**src/rtl/usart_clk_pkg.sv**
```systemverilog
package usart_clk_pkg;

  typedef enum logic [1:0] {
    CK_ASYNC  = 2'd0,
    CK_MASTER = 2'd1,
    CK_SLAVE  = 2'd2
  } ck_mode_e;

  localparam int RATIO_NORMAL = 16;
  localparam int RATIO_DOUBLE = 8;
  localparam int RATIO_SYNC   = 2;

  function automatic ck_mode_e decode_mode(logic sync_en, logic dir_out);
    if (!sync_en)     return CK_ASYNC;
    else if (dir_out) return CK_MASTER;
    else              return CK_SLAVE;
  endfunction

  function automatic int tx_ratio(ck_mode_e mode, logic dbl);
    if (mode != CK_ASYNC) return RATIO_SYNC;
    else if (dbl)         return RATIO_DOUBLE;
    else                  return RATIO_NORMAL;
  endfunction

endpackage

```
**src/rtl/baud_downcounter.sv**
```systemverilog
module baud_downcounter #(
  parameter int DIV_W = 12
) (
  input  logic       clk,
  input  logic       rst,
  input  logic       wr_lo,
  input  logic       wr_hi,
  input  logic [7:0] wr_data,
  output logic       tick
);
  localparam int HI_W = DIV_W - 8;

  logic [7:0]       div_lo;
  logic [HI_W-1:0]  div_hi;
  logic [DIV_W-1:0] cnt;

  // divisor storage; the high part only reaches the counter at a reload
  always_ff @(posedge clk) begin
    if (rst) begin
      div_lo <= '0;
      div_hi <= '0;
    end else begin
      if (wr_lo) div_lo <= wr_data;
      if (wr_hi) div_hi <= wr_data[HI_W-1:0];
    end
  end

  always_ff @(posedge clk) begin
    if (rst)
      cnt <= '0;
    else if (wr_lo)
      cnt <= {div_hi, wr_data};
    else if (cnt == '0)
      cnt <= {div_hi, div_lo};
    else
      cnt <= cnt - 1'b1;
  end

  assign tick = (cnt == '0);

endmodule

```
**src/rtl/tx_rate_divider.sv**
```systemverilog
module tx_rate_divider
  import usart_clk_pkg::*;
#(
  parameter int PRE_W = 4
) (
  input  logic     clk,
  input  logic     rst,
  input  ck_mode_e mode,
  input  logic     dbl_speed,
  input  logic     tick,
  output logic     fire
);
  logic [PRE_W-1:0] pre;
  logic [PRE_W:0]   ratio;
  logic             at_last;

  assign ratio   = (PRE_W+1)'(tx_ratio(mode, dbl_speed));
  // ">=" lets a mode change that shrinks the ratio wrap at once
  assign at_last = ({1'b0, pre} >= (ratio - 1'b1));
  assign fire    = tick && at_last && (mode != CK_SLAVE);

  always_ff @(posedge clk) begin
    if (rst || mode == CK_SLAVE)
      pre <= '0;
    else if (tick)
      pre <= at_last ? '0 : pre + 1'b1;
  end

endmodule

```
**src/rtl/ext_clk_sync.sv**
```systemverilog
module ext_clk_sync #(
  parameter int STAGES = 2
) (
  input  logic clk,
  input  logic rst,
  input  logic ck_in,
  output logic rise,
  output logic fall
);
  // stages 0..STAGES-1 synchronize, the last one holds the previous level
  logic [STAGES:0] sh;

  always_ff @(posedge clk) begin
    if (rst) sh <= '0;
    else     sh <= {sh[STAGES-1:0], ck_in};
  end

  assign rise =  sh[STAGES-1] & ~sh[STAGES];
  assign fall = ~sh[STAGES-1] &  sh[STAGES];

endmodule

```
**src/rtl/usart_clkgen.sv**
```systemverilog
module usart_clkgen
  import usart_clk_pkg::*;
#(
  parameter int DIV_W       = 12,
  parameter int PRE_W       = 4,
  parameter int SYNC_STAGES = 2
) (
  input  logic       clk,
  input  logic       rst,
  input  logic       wr_lo,
  input  logic       wr_hi,
  input  logic [7:0] wr_data,
  input  logic       sync_en,
  input  logic       dbl_speed,
  input  logic       ck_dir_out,
  input  logic       ck_pol,
  input  logic       ck_in,
  output logic       tx_tick,
  output logic       rx_tick,
  output logic       ck_out
);
  ck_mode_e mode;
  logic     baud_tick;
  logic     div_fire;
  logic     ext_rise;
  logic     ext_fall;
  logic     slave_tx;
  logic     slave_rx;

  assign mode = decode_mode(sync_en, ck_dir_out);

  baud_downcounter #(.DIV_W(DIV_W)) u_baud (
    .clk     (clk),
    .rst     (rst),
    .wr_lo   (wr_lo),
    .wr_hi   (wr_hi),
    .wr_data (wr_data),
    .tick    (baud_tick)
  );

  tx_rate_divider #(.PRE_W(PRE_W)) u_txdiv (
    .clk       (clk),
    .rst       (rst),
    .mode      (mode),
    .dbl_speed (dbl_speed),
    .tick      (baud_tick),
    .fire      (div_fire)
  );

  ext_clk_sync #(.STAGES(SYNC_STAGES)) u_sync (
    .clk   (clk),
    .rst   (rst),
    .ck_in (ck_in),
    .rise  (ext_rise),
    .fall  (ext_fall)
  );

  assign slave_tx = ck_pol ? ext_fall : ext_rise;
  assign slave_rx = ck_pol ? ext_rise : ext_fall;

  always_ff @(posedge clk) begin
    if (rst) begin
      tx_tick <= 1'b0;
      rx_tick <= 1'b0;
      ck_out  <= 1'b0;
    end else begin
      unique case (mode)
        CK_SLAVE: begin
          tx_tick <= slave_tx;
          rx_tick <= slave_rx;
          ck_out  <= 1'b0;
        end
        CK_MASTER: begin
          tx_tick <= div_fire;
          rx_tick <= baud_tick;
          ck_out  <= baud_tick ? ~ck_out : ck_out;
        end
        default: begin
          tx_tick <= div_fire;
          rx_tick <= baud_tick;
          ck_out  <= 1'b0;
        end
      endcase
    end
  end

endmodule

```
**config.mk**
```make
export PLATFORM = sky130hd
export DESIGN_NAME = usart_clkgen
export DESIGN_NICKNAME = d
export VERILOG_FILES = /design/src/rtl/usart_clk_pkg.sv /design/src/rtl/baud_downcounter.sv /design/src/rtl/tx_rate_divider.sv /design/src/rtl/ext_clk_sync.sv /design/src/rtl/usart_clkgen.sv
export SDC_FILE = /design/constraint.sdc
export NUM_CORES = 1
export LEC_CHECK = 0
export CAP_MARGIN = 20
export CELL_PAD_IN_SITES_DETAIL_PLACEMENT = 2
export CELL_PAD_IN_SITES_GLOBAL_PLACEMENT = 2
export CORE_ASPECT_RATIO = 0.8
export CORE_MARGIN = 8
export CORE_UTILIZATION = 35
export CTS_CLUSTER_DIAMETER = 120
export CTS_CLUSTER_SIZE = 10
export DETAILED_ROUTE_END_ITERATION = 6
export PLACE_DENSITY_LB_ADDON = 0.1
export REMOVE_ABC_BUFFERS = 1
export SLEW_MARGIN = 20
export SYNTH_ARGS = -nofsm -noshare
export SYNTH_HDL_FRONTEND = slang
export SYNTH_SLANG_ARGS = --single-unit
```
**constraint.sdc**
```tcl
create_clock -name clk -period 3.45 [get_ports clk]
set_input_delay 0.5175 -clock clk [delete_from_list [all_inputs] [get_ports clk]]
set_output_delay 0.5175 -clock clk [all_outputs]
set_load 0.01 [all_outputs]
```
# Yosys cells after proc, flatten, opt, wreduce, memory -nomap -nowiden

Cells that the tools add are included.

Add/subtract/negate cells: 3
$lt $le $gt $ge: 1
Eq/ne operators: 3
Multiplexer cells: 11
Bitwise gates (word level): 6
Reduce and logical (&&, ||, !) cells: 6

Operators by type and width:

| cell                                                 | count |
|---|---|
| 2-to-1 mux 12 bit                                    | 2 |
| logical NOT 12 bit                                   | 1 |
| subtractor 12 x 1 -> 12 bit (second input constant)  | 1 |
| 2-to-1 mux 5 bit                                     | 2 |
| >= comparator 4 x 5 -> 1 bit                         | 1 |
| subtractor 5 x 1 -> 5 bit (second input constant)    | 1 |
| adder 4 x 1 -> 4 bit (second input constant)         | 1 |
| 2-to-1 mux 1 bit                                     | 4 |
| 2-to-1 mux 2 bit                                     | 2 |
| 2-to-1 mux 4 bit                                     | 1 |
| inverter 1 bit                                       | 4 |
| bitwise AND 1 bit                                    | 2 |
| equality test 2 x 1 -> 1 bit (second input constant) | 1 |
| equality test 2 bit (second input constant)          | 1 |
| logical AND 1 bit                                    | 2 |
| inequality test 2 bit (second input constant)        | 1 |
| nonzero test 2 bit                                   | 1 |
| OR reduction 2 bit                                   | 1 |
| logical OR 1 bit                                     | 1 |

Register bits after elaboration: 34
Bits of input ports: 17

# Logic depth before layout (Yosys ltp)

Gate-level depths: netlist of run 1.

Word-level depth: 9
Gate-level depth with buffers: 6
Mapped depth without buffers: 6

# Modules after synthesis

A second synthesis of run 1 with hierarchy kept.

Cells, all modules: 193
Area total of the unflattened synthesis: 1736.7 um^2

Modules (own cells, without submodules):

| module           | times used | cells an instance | area each (um^2) | sequential area each (um^2) |
|---|---|---|---|---|
| baud_downcounter | 1          | 133               | 1163.6           | 480.5 |
| tx_rate_divider  | 1          | 38                | 341.6            | 80.1 |
| usart_clkgen     | 1          | 14                | 140.1            | 60.1 |
| ext_clk_sync     | 1          | 8                 | 91.3             | 60.1 |

# Worst setup path after synthesis of run 1

OpenSTA, ideal clock, no wires.

Path kind: flip-flop to flip-flop
Start: register u_baud.cnt[0]
End: register u_baud.cnt[10]
Data arrival time: 1904 ps
Required time: 3371 ps
Setup slack: 1467 ps
Stages on the path, launching flop included: 7
Path buffers: 0
Period minus slack after synthesis: 1983 ps
Cell sequence: dfxtp_1 > inv_1 > ha_1 > or3b_2 > or4_4 > xor2_1 > a211oi_2

Word-level cells in the longest chain between the ends: 3

Ends and longest elaborated chain:

| element                                                                  | RTL line                                       | text |
|---|---|---|
| from (decl)                                                              | baud_downcounter.sv:15                         | `logic [DIV_W-1:0] cnt;` |
| from (signal assigned)                                                   | baud_downcounter.sv:32                         | `cnt <= {div_hi, wr_data};` |
| from (signal assigned)                                                   | baud_downcounter.sv:34                         | `cnt <= {div_hi, div_lo};` |
| from (signal assigned)                                                   | baud_downcounter.sv:36                         | `cnt <= cnt - 1'b1;` |
| subtractor 12 x 1 -> 12 bit / logical NOT 12 bit (equally long branches) | baud_downcounter.sv:36, baud_downcounter.sv:33 |  |
| 2-to-1 mux 12 bit *                                                      | baud_downcounter.sv:33                         | `else if (cnt == '0)` |
| 2-to-1 mux 12 bit *                                                      | baud_downcounter.sv:31                         | `else if (wr_lo)` |

Every way passes the cells marked *; elsewhere a longest branch is shown, timed or not.
A chain may end at the register's enable or synchronous reset.

# Worst setup path in the final report of run 1

Start: register u_baud.cnt[0]
End: register u_txdiv.pre[2]

Word-level cells in the longest chain between the ends: 1

Ends and longest elaborated chain:

| element              | RTL line               | text |
|---|---|---|
| logical NOT 12 bit   | baud_downcounter.sv:39 | `assign tick = (cnt == '0);` |
| to (signal assigned) | tx_rate_divider.sv:26  | `pre <= at_last ? '0 : pre + 1'b1;` |
| to (decl)            | tx_rate_divider.sv:13  | `logic [PRE_W-1:0] pre;` |

No other way between the ends.

==> metrics, run 1 <==
P per Cell Area 509 nW/um2; internal power a little under 0.7 mW; Power Total 0.981 mW; GP Congestion 0.760; Clock Latency Late Sink 0.28 ns; Post-route DRC 0; Comb pwr share 0.226; Post-CTS Setup Inserts 0; Avg WL per Cell approximately 18 um; Final ANT Viol Nets 0; number of global-route vias before repair 1613; GR peak layer met2; Core ar. 4490 um2; Cells after DPL between 200 and 300; min Tclk post-route between 2 and 2.5 ns; Leak ~0.7 nW; RSZ-0062 raised after global routing false; Worst setup EP type flip-flop; met2 usage 0.247; Reg clk slew, reported paths 0.07 ns; first-pass GRT wire length 8040 um; status finished, final reports clean; final number of setup-violating endpoints 0; initial antenna violation count 0; Final Hold Vio Count 0; WP data required roughly 3.6 ns; crit path DAT 2.58 ns; HP Class reg2reg; post-DP HPWL roughly 3600 um; CTS Sinks 34; initial cell density of the core 0.354; drt total wl 4730 um; Die Ht about 76 um; clock tree buffer depth 2; Setup Crit Path Kind reg2reg; Mapped Area 1590 um2; IO Pins 20; GRT Util Overall 0.144; Switching Share 0.305; die width around 90 um; Nets between 200 and 250; cts bufs inserted 5; Layout Cells excl Fill 260; asr flop ratio synth 0; M3 GR Usage 0.0354; Seq/Total Area, Yosys 0.428; Sw Pwr ~0.30 mW; H-tree levels 2; Slew HR 0.473; Port Buf Inserts 19; antenna fix cells 0; cell taking the most area after synthesis dfxtp_1; Reg power frac 0.464; EDFF count, synth 0; die area 6970 um2; Util after Layout 0.429; top cell type's share of synthesized area 0.428; largest net degree at the start of global routing 19; share of layout cells above drive strength 1 0.105; nature of the critical path startpoint flip-flop; Main synth FF type dfxtp_1; Area contributors post-synth dfxtp_1 (43%), nand2_1 (4.7%), o32ai_1 (4.4%); routed via count ~1400; P&R area growth vs syn 21.3%; clock power share 0.311; fin. max-slew vios 0; Cells after Synth 179; Post-CTS Hold Buffers 0; Slew @ Worst Pin roughly 0.8 ns; Distinct cells, synth between 40 and 50; CP Max Fanout 9; clock root buffer clkbuf_8; vias per inst 5.47; clk_skew about 0.0087 ns; TritonRoute pass-1 iters 4; Max-cap violations 0; synthesized area per cell 8.88 um2; row count 22; grt ovf 0; TritonCTS clock tree yes; met1 usage 0.172; worst vdd ir ~0.00023 V; final setup TNS 0 ns; post-cts sizing count 0; Max Fclk between 0.4 and 0.5 GHz; #FFs+latches synth 34; number of synthesis warnings 0; DR iter-0 viols 35; Final period util 0.704
-- through the flow --
stage	worst slack (ns)	hold WS (ns)	cell area (um2)
6_report	1.02	0.452	1930
5_1_grt	0.785	0.474	1930
3_3_place_gp	1.16	0.426	1840
2_1_floorplan	1.47	0.414	1550
4_1_cts	1.06	0.458	1930
3_5_place_dp	0.997	0.437	1840
-- layer usage --
layer / part of all wire / up-vias / wire length, um
li1: - / 692 / -
met1: 0.47 / 706 / 2210
met2: 0.49 / 19 / 2320
met3: 0.033 / 4 / 154
met4: 0.0099 / 0 / 47
met5: 0 / - / 0
-- power by group through the flow --
stage               logic, mW  registers [mW]  clock network, mW
global route            0.243           0.459              0.334
detailed placement      0.219           0.463                  0
CTS                     0.223           0.455              0.315
finish                  0.221           0.455              0.305
floorplan               0.141           0.454                  0
global placement        0.212           0.460                  0
-- state kept, by name, indices dropped and copies added (netlist names) --
name	cells
u_baud.div_hi	4
ck_out	1
u_txdiv.pre	4
u_baud.div_lo	8
u_sync.sh	3
u_baud.cnt	12
rx_tick	1
tx_tick	1
-- final cells by class --
type                            count  area [um2]
Clock buffer                        7        86.3
Clock inverter                      1        5.00
Fill cell                         497        2560
Inverter                            3        11.3
Multi-Input combinational cell    133         856
Sequential cell                    34         681
Tap cell                           60        75.1
Timing Repair Buffer               22         213
-- worst max-delay path, stage by stage (launching register included) --
cell and delay [ns]:
dfxtp_1 0.35, inv_1 0.09, ha_1 0.23, nor3b_1 0.68, nand3_2 0.36, o21ai_0 0.49, nor2_1 0.10
-- Yosys cell counts, types with 2 or more instances --
cell type,n
clkbuf_1,5
inv_1,3
xnor2_1,5
xor2_1,4
nand3_1,2
nand2_1,20
or3b_2,3
nor4_1,3
dfxtp_1,34
o32ai_1,8
nor2_1,18
a21oi_1,11
nor3_1,12
or2_2,2
nand3b_1,2
a211oi_1,2
o21ai_0,3
ha_1,4
nor2b_1,4
o21a_1,2
or4_1,3
or4_4,2
buf_1,3
mux2i_1,4
a31oi_1,3
-- path summary, 6_finish.rpt --
path	start	to	slack [ns]	cells after the start
min	u_sync.sh[0]	u_sync.sh[1]	0.45	1
max	u_baud.cnt[0]	u_txdiv.pre[2]	1.02	6
min reg2reg	u_sync.sh[0]	u_sync.sh[1]	0.45	1
max reg2reg	u_baud.cnt[0]	u_txdiv.pre[2]	1.02	6
-- layout by cell type, fill, tap and decap left out, types with 3 or more instances in the layout --
master	Yosys	layout
a31oi_1	3	3
xnor2_1	5	5
buf_4	0	3
dfxtp_1	34	34
nand2_1	20	20
nor2_1	18	18
mux2i_1	4	4
xor2_1	4	4
clkdlybuf4s50_1	0	19
a21oi_1	11	11
clkbuf_8	0	6
o32ai_1	8	8
or3b_2	3	3
or4_1	3	3
nor3_1	12	12
nor4_1	3	3
nor2b_1	4	4
inv_1	3	3
ha_1	4	4
o21ai_0	3	3
-- cells by family (layout without fill, tap and decap cells) --
group | Yosys count | after routing | share of synthesized area
AO/OA/AOI/OAI | 36 | 36 | 0.159
flip-flops | 34 | 34 | 0.428
buffers and inverters | 12 | 33 | 0.0331
AND/OR/NAND/NOR | 79 | 79 | 0.267
multiplexers | 4 | 4 | 0.0252
XOR/XNOR | 9 | 9 | 0.0496
adder cells (fa/ha/maj) | 5 | 5 | 0.0378
(Power assumes the default switching activity.)
==> run 2, diff against run 1 <==
--- a/config.mk
+++ b/config.mk
@@ -10,7 +10,7 @@
 export CELL_PAD_IN_SITES_GLOBAL_PLACEMENT = 2
 export CORE_ASPECT_RATIO = 0.8
 export CORE_MARGIN = 8
-export CORE_UTILIZATION = 35
+export CORE_UTILIZATION = 33
 export CTS_CLUSTER_DIAMETER = 120
 export CTS_CLUSTER_SIZE = 10
 export DETAILED_ROUTE_END_ITERATION = 6
==> constraint.sdc (replaced) <==
create_clock -name clk -period 2.27 [get_ports clk]
set_input_delay 0.3405 -clock clk [delete_from_list [all_inputs] [get_ports clk]]
set_output_delay 0.3405 -clock clk [all_outputs]
set_load 0.01 [all_outputs]
==> run 2 against run 1 <==
  * Clock skew decreased by 0.00079 ns
  * Sequential power grew 52%
  * Combinational power rose by 67%
  * Highest routed layer unchanged
==> metrics, run 2 (synthesis gave the netlist of run 1 again) <==
register area 681 um2; Leak ~0.75 nW; DR iter-0 viols 40; worst vdd ir roughly 0.00027 V; row count 22; Die Ht 78.1 um; initial antenna violation count 0; RSZ-0062 raised after global routing false; multi-input logic area approximately 860 um2; TritonCTS clock tree yes; clock root buffer clkbuf_8; largest net degree at the start of global routing 13; final setup TNS 0 ns; share of layout cells above drive strength 1 0.149; min Tclk post-route around 2.1 ns; post-DP HPWL ~3700 um; status finished, final reports clean; antenna fix cells 0; Nets 228; Reg clk slew, reported paths 0.08 ns; die area 7310 um2; P&R area growth vs syn 26.9%; cts bufs inserted 5; Avg WL per Cell between 15 and 20 um; Clock Latency Late Sink about 0.29 ns; Layout Cells excl Fill 268; IO Pins 20; crit path DAT 2.36 ns; nature of the critical path startpoint flip-flop; CTS Sinks 34; final number of setup-violating endpoints 0; Hold Path Depth 1; grt ovf 0; Post-CTS Setup Inserts 0; Max-cap violations 0; Core ar. ~4600 um2; Design Area, Final 2020 um2; Util after Layout 0.436; number of global-route vias before repair between 1500 and 2000; CP Max Fanout 5; R2R Setup Slk 0.12 ns; GP Congestion just under 0.8; fin. max-slew vios 0; die width approximately 94 um; max FFs per register 12; H-tree levels 2; Power Total between 1.5 and 2 mW; P per Cell Area a little over 800 nW/um2; reg2reg path depth 6; Worst setup EP type flip-flop; Worst R2R End u_baud.cnt[10]; routed via count approximately 1400; Post-route DRC 0; Final period util 0.946; TritonRoute pass-1 iters 4; Final Hold Vio Count 0; drt total wl approximately 4800 um; FF-to-FF Start u_baud.cnt[0]; Hold Startpoint u_sync.sh[0]; Setup Crit Path Kind reg2reg; clock tree buffer depth 2; Post-CTS Hold Buffers 0; WP data required between 2 and 2.5 ns; initial cell density of the core 0.344; Top Registers u_baud.cnt (12), u_baud.div_lo (8); placed cell areas around 1900 um2; HP Class reg2reg; first-pass GRT wire length ~8200 um; Largest Register u_baud.cnt; Port Buf Inserts 19; worst hold slack between 0.4 and 0.5 ns; Max Fclk between 0.4 and 0.5 GHz; vias per inst between 5 and 6; most frequent cells in the layout dfxtp_1 (34), nand2_1 (20), clkdlybuf4s50_1 (19); Final ANT Viol Nets 0; Cells after DPL 260; pre-CTS setup slack -0.0159 ns; most common cell after layout, fill and taps aside dfxtp_1; Filler cells between 500 and 600; final setup margin 0.122 ns; Slew @ Worst Pin 0.632 ns; Hold Path Sink u_sync.sh[1]; clk_skew between 0.007 and 0.008 ns; GRT Util Overall 0.140; Slew HR 0.575
## run 2: cell types whose count changed in the layout (fill, tap and decap cells not counted), sizes merged
| cell | before | now |
|---|---|---|
| clkinvlp | 0 | 2 |
| bufinv | 0 | 1 |
| buf | 3 | 11 |
| clkbuf | 7 | 5 |
| clkinv | 1 | 0 |
## run 2: worst max path at each step
stage	start	to	slack (ns)	cells after the start
after floorplan	u_baud.cnt[0]	u_baud.cnt[10]	0.29	6
after global placement	sync_en	u_txdiv.pre[1]	0.14	7
after detailed placement	sync_en	u_txdiv.pre[1]	-0.02	7
after CTS	u_baud.cnt[0]	u_baud.cnt[6]	0.07	6
after global routing	u_baud.cnt[0]	u_baud.cnt[10]	0.01	6
final	u_baud.cnt[0]	u_baud.cnt[10]	0.12	6
## run 2: layout make-up
| cell class | instances | share of cell area |
|---|---|---|
| repair buffers | 30 | 0.135 |
| well taps | 60 | 0.0372 |
| clock buffers | 5 | 0.0341 |
| clock inverters | 3 | 0.0223 |
| flip-flops and latches | 34 | 0.337 |
| inverters | 3 | 0.00558 |
| multi-input cells | 133 | 0.428 |
## run 2: timing repair
action                                  CTS  global route
endpoints found under the hold margin     0             0
gates resized for setup                   0             1
endpoints found under the setup margin    0             1
## run 2: routing by layer
| metal | global-route usage | routed length [um] |
|---|---|---|
| met5 | 0 | 0 |
| met3 | 0.0361 | 114 |
| met2 | 0.227 | 2250 |
| met4 | 0.0427 | 50 |
| met1 | 0.179 | 2370 |
## run 2: report_power, final
| group | internal, mW | total [mW] | switching, mW | leakage (nW) |
|---|---|---|---|---|
| Combinational | 0.174 | 0.370 | 0.196 | 0.421 |
| Clock | 0.327 | 0.567 | 0.240 | 0.0504 |
| Sequential | 0.641 | 0.691 | 0.0505 | 0.280 |
| Total | 1.14 | 1.63 | 0.487 | 0.751 |
## run 2: worst max-delay path, stage by stage (launching register included)
cell and delay [ns]:
dfxtp_1 0.35, inv_1 0.10, ha_1 0.23, or3b_2 0.52, or4_4 0.50, xor2_1 0.17, a211oi_2 0.22
